--- src/rtl/hdcp_rdy_pkg.sv ---
package hdcp_rdy_pkg;
   // capability byte bit positions (decoded by the upstream transmitter)
   localparam int CAP_FAST_REAUTH = 0;
   localparam int CAP_HDMI        = 1;
   localparam int CAP_FAST_DDC    = 4;
   localparam int CAP_READY       = 5;
   localparam int CAP_REPEATER    = 6;

   // control register bit positions
   localparam int CTL_LIST_RDY    = 0;
   localparam int CTL_REPEATER    = 1;
   localparam int CTL_FAST_DDC    = 2;
   localparam int CTL_HDMI        = 3;
   localparam int CTL_FAST_REAUTH = 4;
   localparam int CTL_W           = 5;

   // firmware register addresses
   localparam logic [1:0] FA_CTRL = 2'd0;
   localparam logic [1:0] FA_MASK = 2'd1;
   localparam logic [1:0] FA_CLR  = 2'd2;

   typedef enum logic [1:0] {
      SEQ_IDLE  = 2'd0,
      SEQ_BUSY  = 2'd1,
      SEQ_VALID = 2'd2
   } seq_state_t;
endpackage

--- src/rtl/hdcp_aksv_watch.sv ---
module hdcp_aksv_watch #(
   parameter int AKSV_BYTES = 5,
   localparam int IDX_W = (AKSV_BYTES > 1) ? $clog2(AKSV_BYTES) : 1
) (
   input  logic             wr,
   input  logic [IDX_W-1:0] idx,
   output logic             last_wr
);
   localparam logic [IDX_W-1:0] LAST_IDX = IDX_W'(AKSV_BYTES - 1);

   generate
      if (AKSV_BYTES < 1) begin : g_bad_bytes
         $error("AKSV_BYTES must be at least 1");
      end
      if (AKSV_BYTES == 1) begin : g_single
         assign last_wr = wr;
      end else begin : g_multi
         assign last_wr = wr && (idx == LAST_IDX);
      end
   endgenerate
endmodule

--- src/rtl/hdcp_irq_bits.sv ---
module hdcp_irq_bits #(
   parameter int N = 1
) (
   input  logic         clk,
   input  logic         rst,
   input  logic [N-1:0] set_ev,
   input  logic [N-1:0] clr_ev,
   input  logic         mask_we,
   input  logic [N-1:0] mask_wdata,
   output logic [N-1:0] raw,
   output logic [N-1:0] mask,
   output logic [N-1:0] status
);
   generate
      if (N < 1) begin : g_bad_n
         $error("N must be at least 1");
      end
      for (genvar i = 0; i < N; i++) begin : g_bit
         always_ff @(posedge clk) begin
            if (rst) begin
               raw[i] <= 1'b0;
            end else if (set_ev[i]) begin
               raw[i] <= 1'b1;   // set beats clear
            end else if (clr_ev[i]) begin
               raw[i] <= 1'b0;
            end
         end

         always_ff @(posedge clk) begin
            if (rst) begin
               mask[i] <= 1'b0;
            end else if (mask_we) begin
               mask[i] <= mask_wdata[i];
            end
         end

         assign status[i] = raw[i] & mask[i];
      end
   endgenerate
endmodule

--- src/rtl/hdcp_vprime_seq.sv ---
module hdcp_vprime_seq
   import hdcp_rdy_pkg::*;
#(
   parameter int VP_W            = 160,
   parameter bit ZERO_WHILE_BUSY = 1'b1
) (
   input  logic            clk,
   input  logic            rst,
   input  logic            start_req,
   input  logic            abort,
   input  logic            done,
   input  logic [VP_W-1:0] value,
   output logic            start_pulse,
   output logic            busy,
   output logic            ready,
   output logic [VP_W-1:0] vp_rd
);
   seq_state_t      st_q;
   logic [VP_W-1:0] vp_q;

   generate
      if (VP_W % 32 != 0) begin : g_bad_vp
         $error("VP_W must be a multiple of 32");
      end
   endgenerate

   always_ff @(posedge clk) begin
      if (rst) begin
         st_q        <= SEQ_IDLE;
         start_pulse <= 1'b0;
      end else begin
         start_pulse <= start_req;
         if (start_req) begin
            st_q <= SEQ_BUSY;
         end else if (abort) begin
            st_q <= SEQ_IDLE;
         end else if (st_q == SEQ_BUSY && done) begin
            st_q <= SEQ_VALID;
         end
      end
   end

   always_ff @(posedge clk) begin
      if (rst) begin
         vp_q <= '0;
      end else if (st_q == SEQ_BUSY && done && !abort && !start_req) begin
         vp_q <= value;
      end
   end

   assign busy  = (st_q == SEQ_BUSY);
   assign ready = (st_q == SEQ_VALID);

   generate
      if (ZERO_WHILE_BUSY) begin : g_mask_rd
         assign vp_rd = busy ? '0 : vp_q;
      end else begin : g_raw_rd
         assign vp_rd = vp_q;
      end
   endgenerate
endmodule

--- src/rtl/hdcp_bcaps_ready_ctrl.sv ---
module hdcp_bcaps_ready_ctrl
   import hdcp_rdy_pkg::*;
#(
   parameter int AKSV_BYTES = 5,
   parameter int VP_W       = 160,
   parameter int IDX_W      = 3
) (
   input  logic             clk,
   input  logic             rst,
   input  logic             aksv_wr,
   input  logic [IDX_W-1:0] aksv_idx,
   input  logic             fw_we,
   input  logic [1:0]       fw_addr,
   input  logic [7:0]       fw_wdata,
   input  logic             hash_done,
   input  logic [VP_W-1:0]  hash_value,
   output logic [7:0]       bcaps,
   output logic             irq_raw,
   output logic             irq_status,
   output logic             hash_start,
   output logic             hash_busy,
   output logic [VP_W-1:0]  vprime_rd,
   output logic [7:0]       ctrl_rd,
   output logic [7:0]       mask_rd
);
   localparam int IDX_MIN = (AKSV_BYTES > 1) ? $clog2(AKSV_BYTES) : 1;

   generate
      if (IDX_W != IDX_MIN) begin : g_bad_idx
         $error("IDX_W must equal clog2(AKSV_BYTES)");
      end
   endgenerate

   logic              aksv_last;
   logic [CTL_W-1:0]  ctrl_q;
   logic              wr_ctrl, wr_mask, wr_clr;
   logic              start_req;
   logic              ready;
   logic [0:0]        irq_raw_v, irq_mask_v, irq_stat_v;

   assign wr_ctrl = fw_we && (fw_addr == FA_CTRL);
   assign wr_mask = fw_we && (fw_addr == FA_MASK);
   assign wr_clr  = fw_we && (fw_addr == FA_CLR);

   hdcp_aksv_watch #(.AKSV_BYTES(AKSV_BYTES)) u_watch (
      .wr      (aksv_wr),
      .idx     (aksv_idx),
      .last_wr (aksv_last)
   );

   always_ff @(posedge clk) begin
      if (rst) begin
         ctrl_q <= '0;
      end else if (wr_ctrl) begin
         ctrl_q <= fw_wdata[CTL_W-1:0];
      end
   end

   // new hash only on a 0->1 edge of list-ready
   assign start_req = wr_ctrl && fw_wdata[CTL_LIST_RDY] && !ctrl_q[CTL_LIST_RDY];

   hdcp_irq_bits #(.N(1)) u_irq (
      .clk        (clk),
      .rst        (rst),
      .set_ev     (aksv_last),
      .clr_ev     (wr_clr && fw_wdata[0]),
      .mask_we    (wr_mask),
      .mask_wdata (fw_wdata[0]),
      .raw        (irq_raw_v),
      .mask       (irq_mask_v),
      .status     (irq_stat_v)
   );

   hdcp_vprime_seq #(.VP_W(VP_W), .ZERO_WHILE_BUSY(1'b1)) u_seq (
      .clk         (clk),
      .rst         (rst),
      .start_req   (start_req),
      .abort       (aksv_last),
      .done        (hash_done),
      .value       (hash_value),
      .start_pulse (hash_start),
      .busy        (hash_busy),
      .ready       (ready),
      .vp_rd       (vprime_rd)
   );

   assign irq_raw    = irq_raw_v[0];
   assign irq_status = irq_stat_v[0];

   always_comb begin
      bcaps                  = '0;
      bcaps[CAP_REPEATER]    = ctrl_q[CTL_REPEATER];
      bcaps[CAP_READY]       = ready;
      bcaps[CAP_FAST_DDC]    = ctrl_q[CTL_FAST_DDC];
      bcaps[CAP_HDMI]        = ctrl_q[CTL_HDMI];
      bcaps[CAP_FAST_REAUTH] = ctrl_q[CTL_FAST_REAUTH];
   end

   assign ctrl_rd = {{(8-CTL_W){1'b0}}, ctrl_q};
   assign mask_rd = {7'b0, irq_mask_v[0]};
endmodule

--- config.mk ---
export PLATFORM = sky130hd
export DESIGN_NAME = hdcp_bcaps_ready_ctrl
export DESIGN_NICKNAME = d
export VERILOG_FILES = /design/src/rtl/hdcp_rdy_pkg.sv /design/src/rtl/hdcp_aksv_watch.sv /design/src/rtl/hdcp_irq_bits.sv /design/src/rtl/hdcp_vprime_seq.sv /design/src/rtl/hdcp_bcaps_ready_ctrl.sv
export SDC_FILE = /design/constraint.sdc
export NUM_CORES = 1
export LEC_CHECK = 0
export BUFFER_PORTS_ARGS = -buffer_cell sky130_fd_sc_hd__buf_2
export CAP_MARGIN = 20
export CORE_AREA = 2 2 141 143
export CTS_CLUSTER_SIZE = 30
export DETAILED_ROUTE_END_ITERATION = 6
export DIE_AREA = 0 0 143 145
export PLACE_DENSITY = 0.77
export SLEW_MARGIN = 20
export SYNTH_ARGS = -nofsm -noshare
export SYNTH_HDL_FRONTEND = slang
export SYNTH_HIERARCHICAL = 1
export SYNTH_SLANG_ARGS = --single-unit
--- constraint.sdc ---
create_clock -name clk -period 3.95 [get_ports clk]
set_input_delay 0.395 -clock clk [delete_from_list [all_inputs] [get_ports clk]]
set_output_delay 0.395 -clock clk [all_outputs]
set_load 0.01 [all_outputs]
==> impl_metrics.toml, run 1 <==
[critical_path]
reg2reg_depth = 4
timing.critical_path.to_type = "primary output"
worst_ep_required_time_ps = 3560
critical_path.reg2reg.endpoint = "u_seq/vp_q[120]$_SDFFE_PP0P_"
start_kind = "register"
worst-path-max-fanout = 82
crit-reg2reg-launch = "ctrl_q[0]$_SDFFE_PP0P_"
criticalPathCategory = "reg -> out"
setup.reg_to_reg.worst_slack_ps = 1930
arrival_ps = 2090

[clocking]
tritoncts = "built"
post-cts-setup-buffers = 0
h-tree-depth = 4
worst_setup_hold_path_clk_slew_ps = 70
clock_sinks = 170
worst_skew_pair.late_latency_ps = 420
cts.path.max_buffers = 2
root_buffer = "clkbuf_16"
number_of_cells_upsized_or_downsized_after_cts = 0
cts-buffers-inserted = 17
post_cts_hold_buffer_count = 0

[cells_and_area]
finalCoreUtilization_pct = 57.9
drive_above_1_share_pct = 31.5
num-nets-final = 1411
sequential_cell_area_mm2 = 0.00340
multi_input_comb_area_mm2 = 0.00495
final_area_mm2 = 0.0111
layout-area-overhead-vs-synth_pct = 24.9
final.fill_count = 1720

[grt]
grt.met2_usage_pct = 32.1
maximum_number_of_pins_on_one_net_before_global_route_repair = 144
grt_pass1_vias = 6654
grtUsageMet1_pct = 22.5
antenna_found_initial = 2
globalRoute.totalOverflow = 0
wire_length_of_the_first_global_routing_pass_um = 32800
grt_use_total_pct = 19.5
grt.met3_usage_pct = 8.45
grt_most_used_layer = "met2"

[route]
route.detailed.drc = 0
initialDrtViolationCount = 205
vias = 6872
drt-wirelength-per-cell_um = 13.8
routed_via_density = 4.54
drt_first_pass_iters = 4
route.antenna.remaining_nets = 0
totalWireLength_um = 20800

[timing]
final_number_of_setup_violating_endpoints = 0
rsz0062_at_grt = "false"
setup-tns-final_ps = 0
finalCriticalPeriod_ps = 2480
number_of_failing_hold_endpoints_at_the_final_stage = 0
worst_case_headroom_to_the_max_slew_limit_pct = 51.3
worst_hold_margin_ps = 222
fin_worst_skew_ps = 13.9
timing.final.crit_share_pct = 62.9
worst_pin_slew_ps = 730
max_freq_ghz = 0.403
maxSlewViolCount = 0

[yosys]
synth-edff-count = 0
synthesis.yosys.warnings = 6
synth.ff_latch_count = 170
synth.most_common_cell = "nand2b_1"
synth_cell_type_count = 24
synth_top_area_cell = "dfxtp_1"
post_synth_instance_area_mm2 = 0.00890
post_synth_most_frequent_cells = "333 x nand2b_1, 170 x dfxtp_1, 166 x mux2i_1"
asyncSetResetFlopFracSynth_pct = 0
avgSynthCellArea_um2 = 9.48
syn_inst = 939
synth_top_flop_cell = "dfxtp_1"
ys_top_cells_by_area = "dfxtp_1 38%, nand2b_1 23%, mux2i_1 19%"
synth_top_cell_area_share_pct = 38.2
ys_seq_area_share_pct = 38.2

[placement]
count_of_buffers_inserted_at_the_top_level_ports = 349
routabilityCongestion = 0.776
postPlaceCellArea_mm2 = 0.0105
dpl.hpwl_um = 14200

[worst_hold_path]
hold_path.class = "in -> reg"
min_from = "hash_value[25]"
worst_hold_path.num_cells = 3
hold_path_end = "u_seq/vp_q[25]$_SDFFE_PP0P_"

[die]
die_height_um = 145
pin_count = 366
initial_utilization_pct = 46.3
die_w_um = 143
num_rows = 51
placeableCoreArea_mm2 = 0.0192
die-area_mm2 = 0.0207

[job]
cap_viol_max_count = 0

[power]
power_density_mw_per_mm2 = 335
total_power_uw = 3720
worst_ir_drop_vdd_mv = 0.259
power_leakage_uw = 0.00492

[status]
outcome = "completed"
==> kinds of logic after synthesis <==
kind of cell / Yosys count / share of synthesized area (%)
other: 1 / 0.0421
buffers and inverters: 94 / 6.90
flip-flops: 170 / 38.2
AND/OR/NAND/NOR: 505 / 35.9
AO/OA/AOI/OAI: 3 / 0.281
multiplexers: 166 / 18.7
==> routing by layer <==
layer,vias to the layer above,wire length [um]
met5,-,0
met1,3072,8780
met3,33,1850
met4,0,501
met2,252,9700
li1,3515,-
==> state kept, by name, summed over array words and instances, names as in the netlist <==
signal and flops:
u_seq/vp_q 160, u_irq/raw 1, u_seq/st_q 2, u_seq/start_pulse 1, u_irq/mask 1, ctrl_q 5
==> per-stage QoR <==
stage / setup slack [ps] / cells
floorplan: 2190 / 951
global placement: 1640 / 1479
detailed placement: 1610 / 1479
CTS: 1380 / 1511
global route: 1250 / 1513
finish: 1470 / 1513
==> how the worst max path moves through the flow <==
stage                                    start                      endpoint  cells after the start  slack [ps]
floorplan                                fw_we  u_seq/vp_q[119]$_SDFFE_PP0P_                      7        2190
global placement                         fw_we   u_seq/vp_q[60]$_SDFFE_PP0P_                      6        1640
detailed placement                       fw_we  u_seq/vp_q[139]$_SDFFE_PP0P_                      6        1610
CTS                 u_seq/st_q[1]$_SDFFE_PP0P_                 vprime_rd[39]                      4        1380
global route        u_seq/st_q[1]$_SDFFE_PP0P_                vprime_rd[158]                      4        1250
finish              u_seq/st_q[1]$_SDFFE_PP0P_                 vprime_rd[43]                      4        1470
==> where the power goes <==
group          internal, uW  total (uW)  leakage [uW]  switching, uW
clock network           900        1670      0.000285            768
registers              1730        1740       0.00137           8.83
logic                   172         311       0.00326            139
total                  2800        3720       0.00492            916
==> cell type report <==
| cell class | instances | area share [%] |
|---|---|---|
| Clock inverter | 14 | 1.34 |
| Timing Repair Buffer | 354 | 16.6 |
| Multi-Input combinational cell | 687 | 44.5 |
| Sequential cell | 170 | 30.6 |
| Clock buffer | 18 | 3.86 |
| Antenna cell | 2 | 0.0450 |
| Inverter | 3 | 0.101 |
| Tap cell | 265 | 2.98 |
==> worst max-delay path, stage by stage (launching register included) <==
cell and delay (ps):
dfxtp_1 350, nand2b_4 580, buf_12 340, and2_1 170, buf_2 160
==> placed cells by master, fill, tap and decap left out, drive strengths merged <==
| master | Yosys | final |
|---|---|---|
| mux2i | 166 | 166 |
| inv | 3 | 14 |
| a31oi | 1 | 1 |
| and3b | 2 | 2 |
| a21oi | 1 | 1 |
| conb | 1 | 13 |
| nor4b | 1 | 1 |
| nand2b | 333 | 333 |
| and4bb | 1 | 1 |
| bufinv | 0 | 1 |
| clkinv | 0 | 1 |
| and2 | 161 | 161 |
| and4b | 1 | 1 |
| clkinvlp | 0 | 1 |
| nor3b | 2 | 2 |
| dfxtp | 170 | 170 |
| o21ba | 1 | 1 |
| clkbuf | 51 | 18 |
| nor2b | 2 | 2 |
| buf | 40 | 354 |
| diode | 0 | 2 |
| nor2 | 2 | 2 |
Note: power is estimated with default switching activity, not from simulation.
==> inputs of run 2 (changes only) <==
ABC_AREA = 1   (was default)
CORE_AREA = default   (was 2 2 141 143)
CORE_ASPECT_RATIO = 2   (was default)
CORE_MARGIN = 2   (was default)
CORE_UTILIZATION = 44   (was default)
DIE_AREA = default   (was 0 0 143 145)
clock period = 2 ns   (was 3.95 ns; I/O delays follow)
==> run 2 against run 1 <==
Die area increased by 3.8%. Routed wire length increased by 21%. Power is 110% higher. Combinational power rose to 3.2 times the previous value.
==> impl_metrics.toml, run 2 <==
[cells_and_area]
final_area_mm2 = 0.0115
largest_register = "u_seq/vp_q"
layout-area-overhead-vs-synth_pct = 28.4
instances_no_fill = 2038
layout_common_cells = "492 x nor2_1, 348 x buf_2, 332 x inv_1"
num-nets-final = 1939
layout_top_registers = "u_seq/vp_q: 160 flops, ctrl_q: 5 flops, u_seq/st_q: 2 flops"
finalCoreUtilization_pct = 57.6
flip_flop_count_of_the_largest_register_all_copies_and_words_added = 160
drive_above_1_share_pct = 23.7
layout.cells.most_common = "nor2_1"

[route]
drt_first_pass_iters = 5
routed_via_density = 4.63
totalWireLength_um = 25100
initialDrtViolationCount = 457
drt-wirelength-per-cell_um = 12.3
route.detailed.drc = 0
route.antenna.remaining_nets = 0
vias = 9426

[yosys]
asyncSetResetFlopFracSynth_pct = 0
post_synth_most_frequent_cells = "493 x nor2_1, 332 x inv_1, 173 x nand2_1"
synth-edff-count = 0
synth_top_flop_cell = "dfxtp_1"
synth_cell_type_count = 21
synthXorXnorAreaFrac_pct = 0
synth_top_family_by_area = "simple AND/OR/NAND/NOR gates"
yosys.area_share.adder_pct = 0
synth.ff_latch_count = 170
synth_compound_area_share_pct = 0.322
synth_top_cell_area_share_pct = 38.1
synth.area.mux_share_pct = 0
synthesis.yosys.warnings = 6
post_synth_instance_area_mm2 = 0.00893
synth_top_area_cell = "dfxtp_1"
syn_inst = 1475
avgSynthCellArea_um2 = 6.05
ys_top_cells_by_area = "dfxtp_1 38%, nor2_1 21%, inv_1 14%"
post_synth_and_or_nand_nor_area_fraction_pct = 40.3
ys_seq_area_share_pct = 38.1
synth.most_common_cell = "nor2_1"

[critical_path]
timing.critical_path.to_type = "primary output"
criticalPathCategory = "reg -> out"
cpMaxStageDelayCell = "dfxtp_2"
worst-path-max-fanout = 65
worst_ep_required_time_ps = 1800
crit_chain = "inv_1 > nor2_4 > buf_12 > buf_16 > nor2_1 > buf_2"
cp_top_family = "buffers and inverters"
timing.critical_path.buf_inv = 4
start_kind = "register"
max_incr_delay_on_cp_ps = 350
arrival_ps = 1690

[clocking]
cts-buffers-inserted = 17
post_cts_hold_buffer_count = 0
clock_sinks = 170
tritoncts = "built"
worst_setup_hold_path_clk_slew_ps = 70
cts.path.max_buffers = 2
worst_skew_pair.late_latency_ps = 420
root_buffer = "clkbuf_16"
h-tree-depth = 4

[placement]
dp_cells = 1999
routabilityCongestion = 0.838
dpl.hpwl_um = 17300
count_of_buffers_inserted_at_the_top_level_ports = 349
postPlaceCellArea_mm2 = 0.0108

[die]
die_height_um = 205
die-area_mm2 = 0.0215
die_w_um = 105
pin_count = 366
placeableCoreArea_mm2 = 0.0199
num_rows = 73
initial_utilization_pct = 44.9

[grt]
wire_length_of_the_first_global_routing_pass_um = 38600
grt_use_total_pct = 21.9
globalRoute.totalOverflow = 0
grt_pass1_vias = 8405
maximum_number_of_pins_on_one_net_before_global_route_repair = 97
antenna_found_initial = 2

[timing]
finalCriticalPeriod_ps = 1890
number_of_failing_hold_endpoints_at_the_final_stage = 0
final_number_of_setup_violating_endpoints = 0
rsz0062_at_grt = "false"
fin_worst_skew_ps = 11.5
setup-tns-final_ps = 0
worst_case_headroom_to_the_max_slew_limit_pct = 50.6
worst_pin_slew_ps = 741
max_freq_ghz = 0.529
timing.final.crit_share_pct = 94.6
maxSlewViolCount = 0
worst_hold_margin_ps = 38.7

[job]
cap_viol_max_count = 0

[power]
worst_ir_drop_vdd_mv = 0.532
power_leakage_uw = 0.00607
power_density_mw_per_mm2 = 670

[worst_hold_path]
hold_path.class = "in -> reg"

[status]
outcome = "completed"
==> run 2: cell types whose count changed in the layout (fill, tap and decap cells not counted), sizes merged, moves of 23 or more <==
cell    delta
nand2    +174
nand2b   -333
and2     -161
nand4    +161
mux2i    -166
inv      +324
buf       +23
nor2     +495
==> run 2: cell families (layout without fill, tap and decap cells) <==
group,count (synthesis),after routing
simple gates,840,840
compound gates,5,5
other cells,1,15
flops,170,170
buf+inv,459,746
==> run 2: through the flow <==
step           power [uW]  worst slack [ps]
6_report             7680               109
5_1_grt              8010              16.1
4_1_cts              7760              40.8
3_5_place_dp         4560               236
3_3_place_gp         4550               272
2_1_floorplan        4190               547
==> run 2: worst register-to-register path: cells and delay by family, from the launching register on <==
kind	cells	cell delay [ps]
buf+inv	1	590
flops	1	350
simple gates	5	640
==> run 2: what timing repair did <==
action,CTS,global route
pin swaps,1,1
setup endpoints to repair,41,115
resized for setup,0,4
cloned,0,2
buffers inserted,2,1
==> run 2: path summary, 6_finish.rpt <==
kind,startpoint,to,slack (ps),cells after the start
worst max-delay path,u_seq/st_q[0]$_SDFFE_PP0P_,vprime_rd[136],110,6
worst min-delay path,rst,u_irq/mask$_SDFFE_PP0P_,40,2
worst max register to register,ctrl_q[0]$_SDFFE_PP0P_,u_seq/vp_q[121]$_SDFFE_PP0P_,320,6
worst min register to register,ctrl_q[0]$_SDFFE_PP0P_,ctrl_q[0]$_SDFFE_PP0P_,480,2
==> run 2: cell type report <==
type / count / area [um^2]
Antenna cell: 2 / 5.00
Timing Repair Buffer: 379 / 2220
Inverter: 335 / 1260
Multi-Input combinational cell: 858 / 3690
Fill cell: 2064 / 8440
Tap cell: 262 / 328
Clock inverter: 13 / 119
Clock buffer: 19 / 443
Sequential cell: 170 / 3400
==> run 2: power by group <==
| part | switching, uW | internal, uW | leakage (uW) |
|---|---|---|---|
| clock | 1420 | 1760 | 0.000266 |
| combinational | 594 | 399 | 0.00443 |
| sequential | 41.7 | 3470 | 0.00138 |
| total | 2060 | 5620 | 0.00607 |
==> run 2: metal layers <==
metal / vias up / part of all wire (%) / global-route usage [%] / wire (um)
li1: 4889 / - / - / -
met2: 340 / 53 / 39.6 / 13200
met1: 4135 / 38 / 24.3 / 9570
met4: 2 / 3.7 / 11.1 / 922
met3: 60 / 5.6 / 3.93 / 1420
met5: - / 0.044 / 0 / 11
==> inputs of run 3 (changes only) <==
CORE_UTILIZATION = 45   (was 44)
CTS_BUF_LIST = sky130_fd_sc_hd__clkbuf_8   (was default)
PLACE_DENSITY = 0.78   (was 0.77)
==> run 3 against run 2 <==
Clock skew fell by 1.9 ps. Combinational power down 0.5%. Fmax shrank 0.15%. Sequential power about the same. Routed wire length decreased by 0.76%. Sequential share of layout area grew 0.36 points. Clock-buffer cell count unchanged. First-iteration DRC count grew 0.22%. Critical path depth did not move. Via count rose by 1.1%. Flip-flop and latch count did not move. Non-clock buffer count fell by 4. Critical endpoint is now vprime_rd[95].
==> impl_metrics.toml, run 3 (synthesis results as in run 2) <==
[route]
initialDrtViolationCount = 458
route.detailed.drc = 0
drt-wirelength-per-cell_um = 12.3
totalWireLength_um = 24900
route.antenna.remaining_nets = 0
drt_first_pass_iters = 4
routed_via_density = 4.68
vias = 9528

[cells_and_area]
layout.cells.most_common = "nor2_1"
num-nets-final = 1936
layout-area-overhead-vs-synth_pct = 26.9
layout_top_registers = "u_seq/vp_q: 160 flops, ctrl_q: 5 flops, u_seq/st_q: 2 flops"
drive_above_1_share_pct = 23.6
largest_register = "u_seq/vp_q"
layout_common_cells = "489 x nor2_1, 348 x buf_2, 333 x inv_1"
flip_flop_count_of_the_largest_register_all_copies_and_words_added = 160
instances_no_fill = 2034

[timing]
number_of_failing_hold_endpoints_at_the_final_stage = 0
worst_hold_margin_ps = 60.6
worst_pin_slew_ps = 923
worst_case_headroom_to_the_max_slew_limit_pct = 38.5
max_freq_ghz = 0.528
timing.final.crit_share_pct = 94.7
final_number_of_setup_violating_endpoints = 0
fin_worst_skew_ps = 9.61
setup-tns-final_ps = 0
finalCriticalPeriod_ps = 1890
rsz0062_at_grt = "true"
maxSlewViolCount = 0

[die]
die-area_mm2 = 0.0211
die_height_um = 203
initial_utilization_pct = 46.1
placeableCoreArea_mm2 = 0.0194
num_rows = 72
pin_count = 366
die_w_um = 104

[clocking]
tritoncts = "built"
worst_skew_pair.late_latency_ps = 450
worst_setup_hold_path_clk_slew_ps = 90
clock_sinks = 170
cts.path.max_buffers = 2
cts-buffers-inserted = 17
h-tree-depth = 4
root_buffer = "clkbuf_8"

[power]
power.switching_uw = 1900
worst_ir_drop_vdd_mv = 0.443
power_density_mw_per_mm2 = 645
clock_power_share_pct = 38.5
p_int_uw = 5410
power_frac_comb_pct = 13.5
seq_power_share_pct = 48.0
net_switching_share_of_the_total_power_pct = 26.0
power_leakage_uw = 0.00601

[placement]
routabilityCongestion = 0.852
dpl.hpwl_um = 16400
dp_cells = 1992
count_of_buffers_inserted_at_the_top_level_ports = 349

[critical_path]
max_incr_delay_on_cp_ps = 350
worst-path-max-fanout = 46
worst_ep_required_time_ps = 1800
crit_chain = "inv_1 > nor2_4 > buf_12 > buf_16 > nor2_1 > buf_2"
start_kind = "register"
criticalPathCategory = "reg -> out"
cpMaxStageDelayCell = "dfxtp_2"
timing.critical_path.to_type = "primary output"
arrival_ps = 1690

[grt]
grt_use_total_pct = 23.1
globalRoute.totalOverflow = 0
grt_pass1_vias = 8753
antenna_found_initial = 8
wire_length_of_the_first_global_routing_pass_um = 40300
maximum_number_of_pins_on_one_net_before_global_route_repair = 161

[worst_hold_path]
hold_path.class = "in -> reg"

[job]
cap_viol_max_count = 0

[status]
outcome = "completed"
[run 3: routing by layer]
layer / up-vias / global-route usage, % / wire length, um
li1: 4889 / - / -
met1: 4220 / 25.1 / 9500
met2: 338 / 41.5 / 12900
met3: 73 / 4.73 / 1460
met4: 8 / 13.4 / 1010
met5: - / 0 / 46
[run 3: cell type report]
class	instances	area [um^2]
fill	1955	8040
multi-input combinational	859	3700
sequential	170	3400
timing repair buffer	375	2170
inverter	335	1260
tap	259	324
clock buffer	19	262
clock inverter	11	195
antenna	6	15.0
[run 3: repair_timing]
action                                  in CTS  in global routing
endpoints found under the setup margin      90                 33
resized for setup                            4                  3
hold endpoints to repair                     3                  0
cloned                                       3                  0
pin swaps                                    2                  2
hold buffers                                 2                  0
setup buffers                                1                  0
[run 3: final timing paths]
| check | startpoint | end | slack (ps) | depth (start not counted) |
|---|---|---|---|---|
| worst min register to register | ctrl_q[0]$_SDFFE_PP0P_ | ctrl_q[0]$_SDFFE_PP0P_ | 480 | 2 |
| worst min-delay path | fw_wdata[4] | ctrl_q[4]$_SDFFE_PP0P_ | 60 | 4 |
| worst max register to register | u_seq/st_q[1]$_SDFFE_PP0P_ | u_seq/vp_q[90]$_SDFFE_PP0P_ | 140 | 6 |
| worst max-delay path | u_seq/st_q[0]$_SDFFE_PP0P_ | vprime_rd[95] | 110 | 6 |
[run 3: critical path, delay by kind of cell, from the launching register on]
kind	cells	cell delay [ps]
buffers and inverters	4	630
DFF	1	350
and+or+nand+nor	2	250
[run 3: power by group through the flow]
| stage | Clock, uW | Sequential, uW | Combinational (uW) |
|---|---|---|---|
| final | 2820 | 3510 | 988 |
| after global routing | 3020 | 3520 | 1110 |
| after CTS | 2910 | 3510 | 991 |
| after detailed placement | 0 | 3590 | 966 |
| after global placement | 0 | 3580 | 958 |
| after floorplan | 0 | 3580 | 606 |
[run 3: stage by stage]
| step | setup WS (ps) | utilization, % | power, uW | cell area [um^2] |
|---|---|---|---|---|
| after detailed placement | -75.9 | 55.4 | 4550 | 10700 |
| final | 106 | 58.5 | 7310 | 11300 |
| after global routing | -2.19 | 58.5 | 7650 | 11300 |
| after floorplan | 547 | - | 4190 | 8980 |
| after CTS | 33.0 | 58.4 | 7410 | 11300 |
| after global placement | -42.7 | 55.4 | 4540 | 10700 |
